### src/rtl/sdclk_pkg.sv
package sdclk_pkg;

    localparam int unsigned SDC_DIV_W   = 7;
    localparam int unsigned SDC_CFG_W   = SDC_DIV_W + 3;
    localparam int unsigned SDC_DIV_MAX = (1 << SDC_DIV_W) - 1;

    // Control word; field order fixes the bit positions seen at the write port.
    typedef struct packed {
        logic                 hs;
        logic                 stop;
        logic                 run;
        logic [SDC_DIV_W-1:0] div;
    } sdc_cfg_t;

    // State of the phase generator.
    typedef struct packed {
        logic                 live;
        logic                 sd;
        logic                 rise;
        logic                 fall;
        logic [SDC_DIV_W-1:0] cnt;
        logic [SDC_DIV_W-1:0] div_act;
    } sdc_phase_t;

endpackage

### src/rtl/sdc_cfg_reg.sv
module sdc_cfg_reg
    import sdclk_pkg::*;
#(
    parameter int unsigned DIV_RST = SDC_DIV_MAX
) (
    input  logic     clk_i,
    input  logic     rst_ni,
    input  logic     we_i,
    input  sdc_cfg_t wdata_i,
    output sdc_cfg_t cfg_o,
    output logic     run_o
);

    localparam logic [SDC_DIV_W-1:0] RST_DIV = SDC_DIV_W'(DIV_RST);

    sdc_cfg_t cfg_d, cfg_q;

    always_comb begin
        cfg_d = cfg_q;
        if (we_i) begin
            cfg_d = wdata_i;
        end
    end

    always_ff @(posedge clk_i) begin
        if (!rst_ni) begin
            cfg_q.hs   <= 1'b0;
            cfg_q.stop <= 1'b1;
            cfg_q.run  <= 1'b0;
            cfg_q.div  <= RST_DIV;
        end else begin
            cfg_q <= cfg_d;
        end
    end

    assign cfg_o = cfg_q;
    // The stop flag overrides the run flag.
    assign run_o = cfg_q.run && !cfg_q.stop;

endmodule

### src/rtl/sdc_phase_gen.sv
module sdc_phase_gen
    import sdclk_pkg::*;
#(
    parameter int unsigned DIV_RST = SDC_DIV_MAX
) (
    input  logic                 clk_i,
    input  logic                 rst_ni,
    input  logic                 run_i,
    input  logic [SDC_DIV_W-1:0] div_i,
    output logic                 sd_clk_o,
    output logic                 rise_o,
    output logic                 fall_o,
    output logic                 live_o,
    output logic [SDC_DIV_W-1:0] div_act_o
);

    localparam logic [SDC_DIV_W-1:0] RST_DIV = SDC_DIV_W'(DIV_RST);

    sdc_phase_t st_d, st_q;

    always_comb begin
        st_d      = st_q;
        st_d.rise = 1'b0;
        st_d.fall = 1'b0;
        if (!st_q.live) begin
            // Parked: low, counter cleared, divisor tracks the register.
            st_d.sd      = 1'b0;
            st_d.cnt     = '0;
            st_d.div_act = div_i;
            st_d.live    = run_i;
        end else if (!st_q.sd && !run_i) begin
            // Stop in the low phase: park at once, no pulse is shortened.
            st_d.live    = 1'b0;
            st_d.cnt     = '0;
            st_d.div_act = div_i;
        end else if (st_q.cnt == st_q.div_act) begin
            st_d.cnt = '0;
            st_d.sd  = !st_q.sd;
            if (st_q.sd) begin
                // Period boundary: adopt the pending divisor.
                st_d.fall    = 1'b1;
                st_d.div_act = div_i;
            end else begin
                st_d.rise = 1'b1;
            end
        end else begin
            st_d.cnt = st_q.cnt + 1'b1;
        end
    end

    always_ff @(posedge clk_i) begin
        if (!rst_ni) begin
            st_q.live    <= 1'b0;
            st_q.sd      <= 1'b0;
            st_q.rise    <= 1'b0;
            st_q.fall    <= 1'b0;
            st_q.cnt     <= '0;
            st_q.div_act <= RST_DIV;
        end else begin
            st_q <= st_d;
        end
    end

    assign sd_clk_o  = st_q.sd;
    assign rise_o    = st_q.rise;
    assign fall_o    = st_q.fall;
    assign live_o    = st_q.live;
    assign div_act_o = st_q.div_act;

endmodule

### src/rtl/sdc_launch_sel.sv
module sdc_launch_sel (
    input  logic hs_i,
    input  logic rise_i,
    input  logic fall_i,
    output logic launch_o
);

    always_comb begin
        launch_o = hs_i ? rise_i : fall_i;
    end

endmodule

### src/rtl/sdclk_gen.sv
module sdclk_gen
    import sdclk_pkg::*;
#(
    parameter int unsigned DIV_RST = SDC_DIV_MAX
) (
    input  logic                 clk_i,
    input  logic                 rst_ni,
    input  logic                 cfg_we_i,
    input  logic [SDC_CFG_W-1:0] cfg_wdata_i,
    output logic                 sd_clk_o,
    output logic                 rise_en_o,
    output logic                 fall_en_o,
    output logic                 launch_en_o
);

    sdc_cfg_t             cfg_w;
    logic                 run_w;
    logic                 live_w;
    logic [SDC_DIV_W-1:0] div_act_w;

    sdc_cfg_reg #(
        .DIV_RST (DIV_RST)
    ) i_cfg (
        .clk_i   (clk_i),
        .rst_ni  (rst_ni),
        .we_i    (cfg_we_i),
        .wdata_i (sdc_cfg_t'(cfg_wdata_i)),
        .cfg_o   (cfg_w),
        .run_o   (run_w)
    );

    sdc_phase_gen #(
        .DIV_RST (DIV_RST)
    ) i_phase (
        .clk_i     (clk_i),
        .rst_ni    (rst_ni),
        .run_i     (run_w),
        .div_i     (cfg_w.div),
        .sd_clk_o  (sd_clk_o),
        .rise_o    (rise_en_o),
        .fall_o    (fall_en_o),
        .live_o    (live_w),
        .div_act_o (div_act_w)
    );

    sdc_launch_sel i_launch (
        .hs_i     (cfg_w.hs),
        .rise_i   (rise_en_o),
        .fall_i   (fall_en_o),
        .launch_o (launch_en_o)
    );

endmodule

### config.mk
export PLATFORM = sky130hd
export DESIGN_NAME = sdclk_gen
export DESIGN_NICKNAME = d
export VERILOG_FILES = /design/src/rtl/sdclk_pkg.sv /design/src/rtl/sdc_cfg_reg.sv /design/src/rtl/sdc_phase_gen.sv /design/src/rtl/sdc_launch_sel.sv /design/src/rtl/sdclk_gen.sv
export SDC_FILE = /design/constraint.sdc
export NUM_CORES = 1
export LEC_CHECK = 0
export ABC_CLOCK_PERIOD_IN_PS = 2000
export BUFFER_PORTS_ARGS = -buffer_cell sky130_fd_sc_hd__buf_4
export CORE_MARGIN = 2
export CORE_UTILIZATION = 54
export DETAILED_ROUTE_END_ITERATION = 12
export HOLD_SLACK_MARGIN = 0.06
export PLACE_DENSITY = 0.76
export SYNTH_ARGS = -nofsm -noshare
export SYNTH_HDL_FRONTEND = slang
export SYNTH_SLANG_ARGS = --single-unit
### constraint.sdc
create_clock -name clk_i -period 2 [get_ports clk_i]
set_input_delay 0.1 -clock clk_i [delete_from_list [all_inputs] [get_ports clk_i]]
set_output_delay 0.1 -clock clk_i [all_outputs]
set_load 0.005 [all_outputs]
==> impl_results.md <==
* Number of clock sinks seen by CTS at 28
* Worst slew margin relative to its limit at between 60% and 70%
* # setup viols final at 0
* Net count of the mapped netlist at 133
* Finished Core Util at between 70 and 80%
* Startpoint type of the worst setup path: register
* Highest clock rate at 628 MHz
* Type of destination of the critical path: register
* Total of buffers placed on input and output ports at 16
* Final-report max-slew violation count at 0
* Ys async rst share at 0%
* Peak fanout along the critical path at 7
* Data arrival, critical path at 1.80 ns
* Setup Fix Bufs, Post-CTS at 0
* Number of warnings issued by yosys at 0
* Total Die Area at 2510 µm²
* Final critical-path required period at 1.59 ns
* Post-synthesis area per instance at 9.63 µm²
* Final standard cell area without fillers at ~1400 µm²
* Core region area at 1980 µm²
* Count of flip-flops with a built-in enable after synthesis at 0
* Switching power total at 0.000201 W
* Fraction of post-synthesis cell area in the top cell type by area at 48.9%
* Pin count of the biggest net entering global routing at 22
* Final number of hold-violating endpoints at 0
* Dominant synthesized flop cell: dfxtp_1
* Count of max-cap constraint violations at 0
* Part of the power in registers at 62.4%
* Total Neg Setup Slack at 0 ns
* Pre-antenna DRT Iters at 4
* First-pass GRT wire length at 3.68 mm
* Sw Ratio at 21.3%
* Data required time of the worst path at 2.20 ns
* Die Span Y at 50.1 µm
* Initial antenna violation count at 0
* Synth cell types at 28
* Clock network fraction of total power at 28.5%
* Wire per inst at 12.1 µm
* Maximum number of buffers from clock root to sink at 2
* Slew @ Worst Pin at 0.556 ns
* Cells taking the most area after synthesis: dfxtp_1, xnor2_1, nand2_1, o221ai_1, o211ai_1
* Biggest area consumer among synthesized cells: dfxtp_1
* Count of placed standard cells including taps at 157
* Footprint of the flip-flops and latches at 561 µm²
* Cell area after placement at 1280 µm²
* Peak supply drop at 0.466 mV
* Number of diodes added for antenna fixing at 0
* Overflow left after global routing at 0
* Maximum clock skew at final layout at around 0.0068 ns
* Number of global-route vias before repair at slightly above 900
* Relative contribution of combinational cells to total power at 9.2%
* Combined area of the multi-input logic cells at 536 µm²
* Cell types with the highest counts after synthesis: dfxtp_1, nand2_1, nor2_1, inv_1, xnor2_1
* Ports placed on the boundary at 17
* Number of gates resized after cts at 0
* Number of vias per cell at 5.24
* Overall via count from detail_route at 906
* Final routed wirelength across all metal layers at approximately 2.1 mm
* H-Tree Depth at 1
* Number of standard cells in the final layout excluding fillers at between 150 and 200
* GRT Total Usage at between 10% and 20%
* Remaining DRCs at 0
* Post-synthesis sequential area ratio at between 40 and 50%
* CTS buffer count at 3
* Number of nets in the layout at 161
* Post-CTS clock slew at the launch and capture registers of the worst setup and hold paths at 0.14 ns
* Internal power consumption at 0.000741 W
* Netlist area before placement at approximately 1100 µm²
* Fraction of layout cells with a size suffix above 1 at 17.1%
* Seq cells post-synth at 28
* Static power due to leakage at 0.577 nW
* Clock tree from TritonCTS: done
* Number of DRC violations after detailed-routing iteration 0 at 11
* Final weighted congestion in routability-driven placement at 0.710
* Result of the run: complete, no violations
* Post-DP HPWL at 1.47 mm
* Type of the worst setup path: register to register
* Final-layout fill cell count at 151
* Initial core utilization at approximately 58%
* Clock insertion delay at the later pin of the skew report at 0.32 ns
* Portion of the clock cycle consumed by the worst path in the final layout at between 70% and 80%
* Synthesis-to-layout area growth at 25.3%
* Cell with the most instances after synthesis: dfxtp_1
* Setup repair after global routing missed its margin: no
* Power per standard cell area at 656 nW/µm²
* Num rows at 16
* Hold WC Path Type: input pin to register
* Post-Synthesis Cells at 119
* Die Span X at 50.1 µm
* Routed Antenna Nets at 0
* Cell chosen for the clock root: clkbuf_4
-- layout by cell type (no fill, tap or decap) --
| cell | instances |
|---|---|
| dfxtp_1 | 28 |
| nand2_1 | 18 |
| buf_4 | 16 |
| dlygate4sd3_1 | 12 |
| nor2_1 | 9 |
| inv_1 | 8 |
| xnor2_1 | 8 |
| o221ai_1 | 7 |
| o211ai_1 | 7 |
| nor2b_1 | 4 |
| xor2_1 | 3 |
| mux2i_1 | 3 |
| clkbuf_4 | 3 |
| xnor2_2 | 2 |
| o21a_1 | 2 |
| nand3_1 | 2 |
| a21oi_1 | 2 |
| mux2_2 | 1 |
| nand4_2 | 1 |
| nand4_1 | 1 |
| o311ai_2 | 1 |
| and3_1 | 1 |
| nor3_1 | 1 |
| and4_1 | 1 |
| nor3b_1 | 1 |
| o31ai_1 | 1 |
| or4_1 | 1 |
| ha_1 | 1 |
| clkbuf_8 | 1 |
-- power groups by stage --
stage,combinational (W),sequential [W],clock (W)
after floorplan,0.0000431,0.000598,0
after global placement,0.0000644,0.000600,0
after detailed placement,0.0000669,0.000600,0
after CTS,0.0000857,0.000588,0.000281
after global routing,0.0000970,0.000590,0.000299
final,0.0000864,0.000588,0.000268
-- flip-flops by register name (all words and copies together), names as in the netlist --
name and cells:
i_phase.div_act_o 7, i_phase.sd_clk_o 1, i_phase.rise_o 1, i_cfg.cfg_o 10, i_phase.fall_o 1, i_phase.st_q 7, i_phase.live_o 1
-- worst max-delay path: stages, from the launching register on --
cell,delay [ns]
dfxtp_1,0.46
xnor2_2,0.14
nand4_2,0.19
o311ai_2,0.58
nor2_1,0.10
-- cells by family (layout without fill, tap and decap cells) --
logic type	Yosys count	in the layout	share of synthesized area (%)
AO/OA/AOI/OAI	20	20	14.2
XOR/XNOR	13	13	11.2
adder cells (fa/ha/maj)	1	1	1.09
buffers and inverters	13	40	4.37
flip-flops	28	28	48.9
multiplexers	4	4	3.60
AND/OR/NAND/NOR	40	40	16.6
-- stage by stage --
step           hold WS (ns)  total power, W  worst slack [ns]
2_1_floorplan         0.228        0.000641             0.595
3_3_place_gp          0.316        0.000664             0.526
3_5_place_dp          0.325        0.000667             0.390
4_1_cts               0.107        0.000955             0.378
5_1_grt               0.122        0.000986             0.295
6_report              0.122        0.000943             0.407
-- final timing paths --
check / startpoint / endpoint / slack (ns) / cells past startpoint
worst max-delay path: i_phase.st_q[10] / i_phase.st_q[10] / 0.41 / 4
worst min-delay path: cfg_we_i / i_cfg.cfg_o[2] / 0.12 / 2
worst max register to register: i_phase.st_q[10] / i_phase.st_q[10] / 0.41 / 4
worst min register to register: i_cfg.cfg_o[0] / i_cfg.cfg_o[0] / 0.50 / 2
-- layout make-up --
| cell class | instances | area share, % |
|---|---|---|
| Clock buffer | 4 | 2.53 |
| Inverter | 8 | 2.09 |
| Multi-Input combinational cell | 78 | 37.3 |
| Sequential cell | 28 | 39.0 |
| Tap cell | 27 | 2.35 |
| Timing Repair Buffer | 28 | 16.7 |
-- metal layers --
metal / part of all wire [%] / global-route usage (%) / up-vias
li1: - / - / 463
met1: 44 / 21.7 / 422
met2: 50 / 34.6 / 15
met3: 2.9 / 2.73 / 6
met4: 2.5 / 11.1 / 0
met5: 0 / 0 / -
-- timing repair --
item,4_1_cts,5_1_grt
hold buffers,12,0
endpoints found under the hold margin,15,0
setup endpoints to repair,0,0
No activity file was read; power rests on OpenSTA's default activity.
